## src/rtl/acc_alu_pkg.sv

```systemverilog
// Package: shared operation codes and the condition-flag record for the
// accumulator arithmetic unit. Assumes a 3-bit operation field.
package acc_alu_pkg;
    typedef enum logic [2:0] {
        OP_LOAD  = 3'd0,
        OP_STORE = 3'd1,
        OP_ADD   = 3'd2,
        OP_SUB   = 3'd3,
        OP_CMP   = 3'd4,
        OP_TEST  = 3'd5,
        OP_RSV6  = 3'd6,
        OP_RSV7  = 3'd7
    } alu_op_e;

    typedef struct packed {
        logic n;
        logic z;
        logic v;
        logic c;
    } ccr_t;
endpackage

```

## src/rtl/acc_regfile.sv

```systemverilog
// Accumulator bank: NREG registers of DW bits, one write port and one read
// port. Assumes rsel and wsel stay below NREG. Also exposes all registers
// flattened, so that the checker can see them.
module acc_regfile #(
    parameter int DW   = 8,
    parameter int NREG = 2,
    parameter int SELW = (NREG > 1) ? $clog2(NREG) : 1
) (
    input  logic                 clk,
    input  logic                 rst_n,
    input  logic                 we,
    input  logic [SELW-1:0]      wsel,
    input  logic [DW-1:0]        wdata,
    input  logic [SELW-1:0]      rsel,
    output logic [DW-1:0]        rdata,
    output logic [NREG*DW-1:0]   regs_o
);
    logic [DW-1:0] acc_q [NREG];

    for (genvar i = 0; i < NREG; i++) begin : g_acc
        // Hold one accumulator; load it when it is the write target.
        always_ff @(posedge clk) begin
            if (!rst_n)
                acc_q[i] <= '0;
            else if (we && (wsel == SELW'(i)))
                acc_q[i] <= wdata;
        end
        assign regs_o[i*DW +: DW] = acc_q[i];
    end

    // Read the selected accumulator.
    always_comb begin
        rdata = acc_q[rsel];
    end
endmodule

```

## src/rtl/acc_arith.sv

```systemverilog
// Adder/subtractor: forms X+M or X-M. Returns the DW-bit result, the
// carry/borrow flag (borrow is active high) and the signed overflow flag.
// Purely combinational.
module acc_arith #(
    parameter int DW = 8
) (
    input  logic [DW-1:0] x,
    input  logic [DW-1:0] m,
    input  logic          sub,
    output logic [DW-1:0] res,
    output logic          cflag,
    output logic          vflag
);
    logic [DW:0] sum;
    logic        x7, m7, r7;

    // One adder for both; subtraction adds the inverted operand plus one.
    always_comb begin
        sum = {1'b0, x} + {1'b0, (sub ? ~m : m)} + {{DW{1'b0}}, sub};
        res = sum[DW-1:0];
    end

    // Flag terms from the sign bits of the inputs and the result.
    always_comb begin
        x7 = x[DW-1];
        m7 = m[DW-1];
        r7 = sum[DW-1];
        if (sub) begin
            cflag = ~sum[DW];
            vflag = (x7 & ~m7 & ~r7) | (~x7 & m7 & r7);
        end else begin
            cflag = sum[DW];
            vflag = (x7 & m7 & ~r7) | (~x7 & ~m7 & r7);
        end
    end
endmodule

```

## src/rtl/acc_ctrl.sv

```systemverilog
// Operation decoder: chooses the arithmetic mode and operand, the register
// write-back, the store capture and the next flag values for each operation
// class. Combinational. Assumes that ccr_q is the current flag register.
module acc_ctrl
    import acc_alu_pkg::*;
#(
    parameter int DW = 8
) (
    input  logic          valid,
    input  logic [2:0]    op,
    input  logic [DW-1:0] operand,
    input  logic [DW-1:0] rd_data,
    input  ccr_t          ccr_q,
    input  logic [DW-1:0] ar_res,
    input  logic          ar_c,
    input  logic          ar_v,
    output logic          ar_sub,
    output logic [DW-1:0] ar_m,
    output logic          reg_we,
    output logic [DW-1:0] reg_wdata,
    output logic          st_we,
    output logic          flag_we,
    output ccr_t          flag_next
);
    alu_op_e opc;

    // Arithmetic set-up depends only on the opcode.
    always_comb begin
        opc    = alu_op_e'(op);
        ar_sub = (opc == OP_SUB) || (opc == OP_CMP) || (opc == OP_TEST);
        ar_m   = (opc == OP_TEST) ? '0 : operand;
    end

    // Per-class write-back and flag rules.
    always_comb begin
        reg_we    = 1'b0;
        reg_wdata = operand;
        st_we     = 1'b0;
        flag_we   = 1'b0;
        flag_next = ccr_q;
        if (valid) begin
            case (opc)
                OP_LOAD: begin
                    reg_we      = 1'b1;
                    flag_we     = 1'b1;
                    flag_next.n = operand[DW-1];
                    flag_next.z = (operand == '0);
                    flag_next.v = 1'b0;
                end
                OP_STORE: begin
                    st_we       = 1'b1;
                    flag_we     = 1'b1;
                    flag_next.n = rd_data[DW-1];
                    flag_next.z = (rd_data == '0);
                    flag_next.v = 1'b0;
                end
                OP_ADD, OP_SUB, OP_CMP, OP_TEST: begin
                    reg_we      = (opc == OP_ADD) || (opc == OP_SUB);
                    reg_wdata   = ar_res;
                    flag_we     = 1'b1;
                    flag_next.n = ar_res[DW-1];
                    flag_next.z = (ar_res == '0);
                    flag_next.v = ar_v;
                    flag_next.c = ar_c;
                end
                default: begin
                    flag_next = ccr_q;
                end
            endcase
        end
    end
endmodule

```

## src/rtl/acc_alu_cc.sv

```systemverilog
// Top level: two accumulators, an add/subtract unit, a class-based flag
// controller, the flag register and the held store-data register. Every
// state change happens on the rising edge while valid is high. The reset
// is synchronous and active low.
module acc_alu_cc
    import acc_alu_pkg::*;
#(
    parameter int DW   = 8,
    parameter int NREG = 2,
    parameter int SELW = (NREG > 1) ? $clog2(NREG) : 1
) (
    input  logic            clk,
    input  logic            rst_n,
    input  logic            valid,
    input  logic [2:0]      op,
    input  logic [SELW-1:0] sel,
    input  logic [DW-1:0]   operand,
    output logic [DW-1:0]   st_data,
    output logic            flag_n,
    output logic            flag_z,
    output logic            flag_v,
    output logic            flag_c
);
    logic [DW-1:0]      rd_data;
    logic [NREG*DW-1:0] regs_flat;
    logic [DW-1:0]      ar_res;
    logic               ar_c;
    logic               ar_v;
    logic               ar_sub;
    logic [DW-1:0]      ar_m;
    logic               reg_we;
    logic [DW-1:0]      reg_wdata;
    logic               st_we;
    logic               flag_we;
    ccr_t               flag_next;
    ccr_t               ccr_q;

    acc_regfile #(.DW(DW), .NREG(NREG), .SELW(SELW)) u_regs (
        .clk    (clk),
        .rst_n  (rst_n),
        .we     (reg_we),
        .wsel   (sel),
        .wdata  (reg_wdata),
        .rsel   (sel),
        .rdata  (rd_data),
        .regs_o (regs_flat)
    );

    acc_arith #(.DW(DW)) u_arith (
        .x     (rd_data),
        .m     (ar_m),
        .sub   (ar_sub),
        .res   (ar_res),
        .cflag (ar_c),
        .vflag (ar_v)
    );

    acc_ctrl #(.DW(DW)) u_ctrl (
        .valid     (valid),
        .op        (op),
        .operand   (operand),
        .rd_data   (rd_data),
        .ccr_q     (ccr_q),
        .ar_res    (ar_res),
        .ar_c      (ar_c),
        .ar_v      (ar_v),
        .ar_sub    (ar_sub),
        .ar_m      (ar_m),
        .reg_we    (reg_we),
        .reg_wdata (reg_wdata),
        .st_we     (st_we),
        .flag_we   (flag_we),
        .flag_next (flag_next)
    );

    // Condition flag register.
    always_ff @(posedge clk) begin
        if (!rst_n)
            ccr_q <= '0;
        else if (flag_we)
            ccr_q <= flag_next;
    end

    // Store-data holding register.
    always_ff @(posedge clk) begin
        if (!rst_n)
            st_data <= '0;
        else if (st_we)
            st_data <= rd_data;
    end

    assign flag_n = ccr_q.n;
    assign flag_z = ccr_q.z;
    assign flag_v = ccr_q.v;
    assign flag_c = ccr_q.c;
endmodule

```

## config.mk

```make
export PLATFORM = sky130hd
export DESIGN_NAME = acc_alu_cc
export DESIGN_NICKNAME = d
export VERILOG_FILES = /design/src/rtl/acc_alu_pkg.sv /design/src/rtl/acc_regfile.sv /design/src/rtl/acc_arith.sv /design/src/rtl/acc_ctrl.sv /design/src/rtl/acc_alu_cc.sv
export SDC_FILE = /design/constraint.sdc
export NUM_CORES = 1
export LEC_CHECK = 0
export CAP_MARGIN = 30
export CORE_MARGIN = 2
export CORE_UTILIZATION = 30
export DETAILED_ROUTE_END_ITERATION = 10
export PLACE_DENSITY = 0.53
export SYNTH_ARGS = -nofsm -noshare
export SYNTH_HDL_FRONTEND = slang
export SYNTH_SLANG_ARGS = --single-unit
```

## constraint.sdc

```tcl
create_clock -name clk -period 3.78 [get_ports clk]
set_input_delay 0.567 -clock clk [delete_from_list [all_inputs] [get_ports clk]]
set_output_delay 0.567 -clock clk [all_outputs]
set_load 0.01 [all_outputs]
```

==> results of run 1 <==
[worst reg2reg max path: cells and delay by family, from the launching register on]
family	cells	cell delay (ns)
DFF	1	0.39
adders and majority gates	1	0.40
xor gates and xnor gates	1	0.15
AOI/OAI and AO/OA	2	0.43
muxes	1	0.21
and+or+nand+nor	5	0.84
[per-layer routing]
layer	track usage, %	up-vias
met3	1.52	4
met5	0	-
met2	26.2	42
li1	-	914
met1	21.1	864
met4	4.26	0
[through the flow]
stage	setup slack (ns)	util (%)
3_5_place_dp	0.274	36.8
2_1_floorplan	0.875	-
5_1_grt	0.309	37.8
4_1_cts	0.579	37.8
6_report	0.609	37.8
3_3_place_gp	0.186	36.8
[kinds of logic (layout without fill, tap and decap cells)]
family | after synthesis | in the layout
and+or+nand+nor | 99 | 99
AOI/OAI and AO/OA | 57 | 57
DFF | 28 | 28
buffers and inverters | 18 | 51
xor gates and xnor gates | 14 | 14
muxes | 12 | 12
adders and majority gates | 9 | 9
[power by group]
part	internal (µW)	switching (µW)
Sequential	338	6.08
Combinational	124	155
Clock	116	102
Total	578	263
[state kept, by name, summed over array words and instances, names as in the netlist]
name and cells:
u_regs.acc_q 16, flag_v 1, flag_c 1, st_data 8
flag_n 1, flag_z 1
[area by class of cell]
cell class	count	share of cell area, %
Clock buffer	4	2.61
Timing Repair Buffer	41	14.7
Tap cell	80	3.94
Sequential cell	28	28.4
Inverter	6	0.887
Multi-Input combinational cell	191	49.5
[path summary, 6_finish.rpt]
kind                           start      to  slack (ns)  depth (start not counted)
hold reg to reg               flag_v  flag_v        0.50                          2
setup / recovery               op[1]  flag_z        0.61                         11
setup reg to reg  u_regs.acc_q[0][0]  flag_z        1.29                         10
hold / removal                flag_v  flag_v        0.50                          2
[cell usage after synthesis (all sizes together) (2+ instances only)]
master,number
a211oi,3
a21o,3
a21oi,11
and2,2
buf,5
clkbuf,7
dfxtp,12
edfxtp,16
ha,8
inv,6
mux2,4
mux2i,8
nand2,31
nand3,8
nand3b,3
nor2,25
nor2b,8
nor3,9
nor4,3
o211a,8
o21a,3
o21ai,16
o21bai,2
o31a,2
o31ai,3
or3,4
xnor2,4
xor2,10
==> impl_metrics.tcl, run 1 <==
set metrics [dict create \
    status "finished clean" \
    drtIter0Drc 108 \
    finalSetupViolations 0 \
    post-route-min-period_ns 3.17 \
    hpwl_um 4310 \
    routedWlPerCell_um 15.5 \
    postRouteAntennaNets 0 \
    synthMuxAreaShare_pct 6.62 \
    io_pins 27 \
    gr-usage-all-layers_pct 15.5 \
    grt_pass1_wl_um 9000 \
    ys_top_cells_by_area "edfxtp_1 23%, dfxtp_1 12%, nand2_1 5.6%" \
    cts_buffers 3 \
    worstPathRequired_ns 4.00 \
    slew_headroom_pct 47.1 \
    mostFrequentLayoutCells "31 x nand2_1, 26 x clkdlybuf4s50_1, 25 x nor2_1" \
    p_leak_uw 0.00108 \
    ir_worst_vdd_v 0.000120 \
    drc 0 \
    hp-class "reg -> reg" \
    timing.hold.ws_ns 0.496 \
    clk_latency_ns 0.29 \
    synth_warnings 0 \
    yosysTopAreaCellShare_pct 23.3 \
    post_cts_resized 0 \
    fill_cells 682 \
    start_kind "primary input" \
    place_congestion 0.893 \
    htreeDepth 1 \
    synth_top_cell_by_area "edfxtp_1" \
    vias_per_cell 5.21 \
    root_buffer "clkbuf_8" \
    ctsHoldBuffers 0 \
    final_common_cell "nand2_1" \
    setup-tns-final_ns 0 \
    die_x_um 86.9 \
    ys_seq_elements 28 \
    yosysUniqueCellTypes 47 \
    highest_layer "met4" \
    wl_met2_um 2620 \
    dpl_cell_area_um2 2470 \
    grt_pass1_vias 1747 \
    critPathTopFamily "simple AND/OR/NAND/NOR gates" \
    finish.instance_area_um2 2540 \
    multi_input_area_um2 1260 \
    yosys.area_share.adder_pct 5.83 \
    postSynthCellCount 237 \
    path_cells "clkdlybuf4s50_1 > and3b_1 > nor3_1 > nor2_1 > fa_1 > nand3_1 > nand2_1 > xor2_1 > nor4_1 > o2111ai_1 > a211oi_2" \
    finalHoldViolCount 0 \
    syn_area_um2 2060 \
    p_total_uw 841 \
    seq_area_um2 721 \
    skew_ns 0.0148 \
    drive_above_1_share_pct 11.5 \
    grt_start_max_net_pins 19 \
    die_h_um 86.9 \
    synth_compound_area_share_pct 19.7 \
    tightestPinTransition_ns 0.790 \
    clock_path_buffers 2 \
    n_antenna_cell 0 \
    grt_setup_unrepaired "no" \
    core_area_um2 6720 \
    crit_type "in -> reg" \
    drv_slew 0 \
    avgSynthCellArea_um2 8.70 \
    crit_path_max_incr_delay_ns 0.61 \
    final_nets 295 \
    synthSimpleGateAreaFrac_pct 23.0 \
    crit_path_max_fanout 12 \
    wl_met1_um 2510 \
    gr-total-overflow 0 \
    rows 30 \
    cap_viol_max_count 0 \
    cp-end-kind "register" \
    cp.buffers_inverters 1 \
    start_util_pct 30.7 \
    critPathArrivalTime_ns 3.39 \
    routed_wl_um 5420 \
    ys_seq_area_share_pct 35.0 \
    synth_ff_type "edfxtp_1" \
    dr.pass1.iters 4 \
    synth_xor_area_share_pct 5.95 \
    synth_top_family_by_area "simple AND/OR/NAND/NOR gates" \
    cellPowerDensity_nw_per_um2 331 \
    layout.cells.non_filler 350 \
    fin_crit_sh_pct 83.9 \
    clkSinkCount 28 \
    synth_edf_count 16 \
    slowest_stage "clkdlybuf4s50_1" \
    antenna_found_initial 0 \
    area_delta_synth_final_pct 23.3 \
    dieArea_um2 7550 \
    dp.cells 346 \
    fmax_ghz 0.315 \
    vias 1824 \
    io_buffers 26 \
    clk_pin_slew_ns 0.11 \
    postSynth.asyncResetShare_pct 0 \
    synth_fp_nets 261 \
    cts_tree "yes" \
    post_cts_buffers 0 \
    wl_met3_um 248 \
]
(Power assumes the default switching activity.)
==> run 2, diff against run 1 <==
Clock period 3.78 ns to 3.15 ns, I/O delays scaled along.
==> impl_metrics.tcl, run 2 (synthesis results as in run 1) <==
set metrics [dict create \
    status "finished clean" \
    clk_latency_ns 0.29 \
    crit_path_max_incr_delay_ns 0.45 \
    hold_depth 2 \
    cp-end-kind "register" \
    skew_ns 0.0139 \
    largest_reg_flops 16 \
    crit_path_max_fanout 5 \
    dr.pass1.iters 4 \
    grt_pass1_vias 1857 \
    htreeDepth 1 \
    grt_pass1_wl_um 9380 \
    drive_above_1_share_pct 22.3 \
    antenna_found_initial 0 \
    drtIter0Drc 70 \
    routedWlPerCell_um 15.3 \
    post-route-min-period_ns 3.01 \
    dp.cells 373 \
    start_kind "primary input" \
    n_antenna_cell 0 \
    final_nets 325 \
    place_congestion 0.894 \
    root_buffer "clkbuf_8" \
    finish.instance_area_um2 2810 \
    cap_viol_max_count 0 \
    dpl_cell_area_um2 2680 \
    fin_crit_sh_pct 95.6 \
    start_util_pct 30.7 \
    tightestPinTransition_ns 0.619 \
    die_x_um 86.9 \
    vias 1913 \
    setup-tns-final_ns 0 \
    clk_pin_slew_ns 0.11 \
    final_common_cell "buf_4" \
    finalHoldViolCount 0 \
    vias_per_cell 5.03 \
    gr-usage-all-layers_pct 16.2 \
    drv_slew 0 \
    fmax_ghz 0.332 \
    pre_cts_ws_ns -0.342 \
    ir_worst_vdd_v 0.000128 \
    critPathArrivalTime_ns 3.23 \
    cellPowerDensity_nw_per_um2 388 \
    clkSinkCount 28 \
    area_delta_synth_final_pct 36.3 \
    core_area_um2 6720 \
    reg2reg_depth 10 \
    reg_top3 "u_regs.acc_q (16), st_data (8)" \
    io_buffers 26 \
    path_cells "clkdlybuf4s50_1 > nor2b_2 > buf_4 > xor2_1 > nand2_1 > o21ai_1 > buf_4 > fa_1 > nand3_2 > nand2_1 > xor2_1 > nor4_2 > o2111ai_1 > a211oi_2" \
    cts_tree "yes" \
    postRouteAntennaNets 0 \
    hpwl_um 4640 \
    clock_path_buffers 2 \
    dieArea_um2 7550 \
    hp-class "reg -> reg" \
    slew_headroom_pct 58.6 \
    final_util_pct 41.8 \
    routed_wl_um 5810 \
    layout.cells.non_filler 380 \
    rows 30 \
    grt_start_max_net_pins 19 \
    finalSetupViolations 0 \
    crit_type "in -> reg" \
    slowest_stage "fa_1" \
    fill_cells 682 \
    die_h_um 86.9 \
    setup_slack_ns 0.138 \
    top_register "u_regs.acc_q" \
    cts_buffers 3 \
    worstPathRequired_ns 3.37 \
    gr-total-overflow 0 \
    p_leak_uw 0.00124 \
    mostFrequentLayoutCells "44 x buf_4, 31 x nand2_1, 26 x clkdlybuf4s50_1" \
    io_pins 27 \
    drc 0 \
]
-- run 2: area by class of cell --
cell class / count / area, µm² / share of cell area, %
multi-input combinational: 191 / 1300 / 46.2
tap: 80 / 100 / 3.56
clock buffer: 4 / 66.3 / 2.36
inverter: 6 / 22.5 / 0.802
timing repair buffer: 71 / 602 / 21.4
sequential: 28 / 721 / 25.7
-- run 2: path summary, 6_finish.rpt --
kind	end	from	slack, ns
setup / recovery	flag_z	op[0]	0.14
hold / removal	flag_v	flag_v	0.50
setup reg to reg	flag_z	u_regs.acc_q[1][0]	0.66
hold reg to reg	flag_v	flag_v	0.50
-- run 2: layer usage --
metal  wire [µm]  global-route usage (%)  vias up
met4          81                    4.40        0
met5           0                       0        -
met3         161                    1.42        7
li1            -                       -      985
met1        2740                    22.0      888
met2        2830                    27.3       33
-- run 2: worst max-delay path, delay by kind of cell --
family / cells / cell delay [ns]
AOI/OAI and AO/OA: 3 / 0.52
and+or+nand+nor: 5 / 0.73
xor gates and xnor gates: 2 / 0.32
buffers and inverters: 3 / 0.74
adders and majority gates: 1 / 0.45
-- run 2: where the power goes --
group	internal [µW]	switching, µW	total, µW	leakage [µW]
logic	205	208	413	0.000944
clock network	139	125	264	0.0000339
registers	406	8.02	414	0.000266
-- run 2: through the flow --
step                      hold WS, ns  power [µW]
after global placement          0.480         812
after floorplan                 0.506         640
final                           0.500        1090
after CTS                       0.502        1070
after global routing            0.525        1150
after detailed placement        0.481         816
-- run 2: what timing repair did --
item | in CTS | in global routing
endpoints found under the setup margin | 1 | 4
hold buffers | 0 | 0
endpoints found under the hold margin | 0 | 0
setup buffers | 0 | 3
resized for setup | 1 | 8
==> run 3, diff against run 2 <==
Settings changed: ABC_AREA set to 1.
==> impl_metrics.tcl, run 3 <==
set metrics [dict create \
    critPathArrivalTime_ns 3.06 \
    synth.most_common_cell "nand2_1" \
    finalSetupViolations 0 \
    cts_tree "yes" \
    slew_headroom_pct 63.1 \
    mostFrequentLayoutCells "64 x nand2_1, 37 x nor2_1, 26 x inv_1, 26 x clkdlybuf4s50_1, 19 x buf_4" \
    gr-usage-all-layers_pct 14.9 \
    start_kind "primary input" \
    vias 1804 \
    core_area_um2 6280 \
    place_congestion 0.881 \
    finalHoldViolCount 0 \
    hpwl_um 4120 \
    pwr-share-seq_pct 42.9 \
    post-route-min-period_ns 2.85 \
    p_leak_uw 0.00112 \
    drtIter0Drc 120 \
    vias_per_cell 4.73 \
    root_buffer "clkbuf_8" \
    path_cells "clkdlybuf4s50_1 > inv_1 > nand3_2 > nand3_2 > nor2_1 > a21oi_2 > fa_2 > nor2_1 > nor2_1 > nor2_1 > nand2_1 > inv_1 > nand2_1 > nor2_1 > nand4_1 > nor2_1 > nand2_1 > nand2_1 > nand2_1 > a21oi_2" \
    ys_seq_area_share_pct 37.6 \
    drc 0 \
    pwr-share-comb_pct 34.4 \
    worstPathRequired_ns 3.36 \
    n_antenna_cell 0 \
    drive_above_1_share_pct 16.1 \
    cap_viol_max_count 0 \
    rows 29 \
    clk_pin_slew_ns 0.09 \
    cts_buffers 3 \
    area_delta_synth_final_pct 28.0 \
    final_util_pct 39.0 \
    final_nets 329 \
    status "finished clean" \
    die_h_um 83.9 \
    ys_top_cells_by_area "edfxtp_1 25%, dfxtp_1 13%, nand2_1 13%" \
    clkPwrFrac_pct 22.7 \
    die_x_um 83.9 \
    final_common_cell "nand2_1" \
    postSynthCellCount 259 \
    ir_worst_vdd_v 0.000183 \
    fmax_ghz 0.351 \
    largest_reg_flops 16 \
    synth_ff_type "edfxtp_1" \
    crit_top_cell "nor2_1" \
    top_register "u_regs.acc_q" \
    dieArea_um2 7040 \
    internal_power_uw 653 \
    synth_top_cell_by_area "edfxtp_1" \
    synth_warnings 0 \
    yosys-top-cells-count "64 x nand2_1, 37 x nor2_1, 26 x inv_1, 18 x a21oi_1, 16 x edfxtp_1" \
    io_pins 27 \
    antenna_found_initial 0 \
    grt_start_max_net_pins 16 \
    crit_path_max_fanout 7 \
    clkSinkCount 28 \
    grt_pass1_wl_um 8350 \
    postRouteAntennaNets 0 \
    avgSynthCellArea_um2 7.39 \
    syn_area_um2 1910 \
    tightestPinTransition_ns 0.548 \
    fill_cells 659 \
    ys_seq_elements 28 \
    skew_ns 0.00354 \
    crit_path_max_incr_delay_ns 0.56 \
    grt_pass1_vias 1812 \
    setup-tns-final_ns 0 \
    synth_edf_count 16 \
    hp-class "reg -> reg" \
    start_util_pct 30.5 \
    synth_fp_nets 283 \
    yosysUniqueCellTypes 36 \
    power.switching_uw 302 \
    postSynth.asyncResetShare_pct 0 \
    yosysTopAreaCellShare_pct 25.1 \
    sw_frac_of_total_pct 31.6 \
    ctsHoldBuffers 0 \
    reg2reg_depth 19 \
    routedWlPerCell_um 13.0 \
    clk_latency_ns 0.27 \
    reg_top3 "u_regs.acc_q (16), st_data (8)" \
    clock_path_buffers 2 \
    slowest_stage "clkdlybuf4s50_1" \
    gr-total-overflow 0 \
    cellPowerDensity_nw_per_um2 390 \
    htreeDepth 1 \
    fin_crit_sh_pct 90.5 \
    hold_depth 2 \
    grt_setup_unrepaired "no" \
    crit_type "in -> reg" \
    dr.pass1.iters 4 \
    io_buffers 26 \
    routed_wl_um 4940 \
    cp-end-kind "register" \
    drv_slew 0 \
]
-- run 3: cell count changes after synthesis, sizes merged, moves of 8 or more --
cell and delta:
a21oi +8, inv +24, nand2 +39, nand3 +11, nor2 +12, nor2b -8
nor3 -8, o211a -8, xor2 -9
-- run 3: per-stage QoR --
stage | hold slack (ns) | power [µW] | setup WS (ns) | instances | cell area, µm²
after floorplan | 0.484 | 624 | 0.741 | 259 | 1910
after global placement | 0.454 | 743 | -0.0348 | 376 | 2380
after detailed placement | 0.455 | 745 | -0.0614 | 376 | 2380
after CTS | 0.470 | 962 | 0.218 | 380 | 2430
after global routing | 0.488 | 1020 | 0.000336 | 381 | 2450
final | 0.465 | 955 | 0.300 | 381 | 2450
-- run 3: worst max-delay path: cells and delay by family --
kind	cells	cell delay, ns
AND/OR/NAND/NOR	14	1.33
buffers and inverters	3	0.70
adder cells (fa/ha/maj)	1	0.40
AO/OA/AOI/OAI	2	0.17
-- run 3: worst paths after layout --
path / end / slack (ns) / from
worst max-delay path: flag_z / 0.30 / op[2]
worst min-delay path: st_data[4] / 0.46 / st_data[4]
worst max register to register: flag_z / 0.79 / u_regs.acc_q[0][0]
worst min register to register: st_data[4] / 0.46 / st_data[4]
-- run 3: repair_timing --
action	CTS	global route
gates resized for setup	0	3
setup endpoints to repair	0	1
setup buffers	0	1
-- run 3: cells by family after synthesis --
group | after synthesis | synth area share (%)
buffers and inverters | 34 | 7.32
XOR/XNOR | 1 | 0.458
multiplexers | 2 | 1.05
adder cells (fa/ha/maj) | 9 | 6.27
AND/OR/NAND/NOR | 141 | 34.2
AO/OA/AOI/OAI | 44 | 13.0
flip-flops | 28 | 37.6
-- run 3: power by group through the flow --
stage	Combinational (µW)	Sequential [µW]	Clock, µW
finish	329	410	217
global route	372	412	237
CTS	328	410	224
detailed placement	326	419	0
global placement	325	418	0
floorplan	203	421	0
-- run 3: cell type report --
class / count / area (µm²) / share of cell area (%)
Multi-Input combinational cell: 197 / 1060 / 43.4
Clock buffer: 4 / 55.1 / 2.25
Tap cell: 77 / 96.3 / 3.93
Sequential cell: 28 / 721 / 29.4
Timing Repair Buffer: 45 / 403 / 16.4
Inverter: 30 / 113 / 4.59
-- run 3: routing by layer --
layer	share of wire [%]	vias to the layer above	global-route usage [%]	routed length (µm)
li1	-	955	-	-
met1	49	819	18.7	2450
met2	47	26	26.2	2330
met3	1.8	4	1.68	91
met4	1.5	0	5.57	73
met5	0	-	0	0
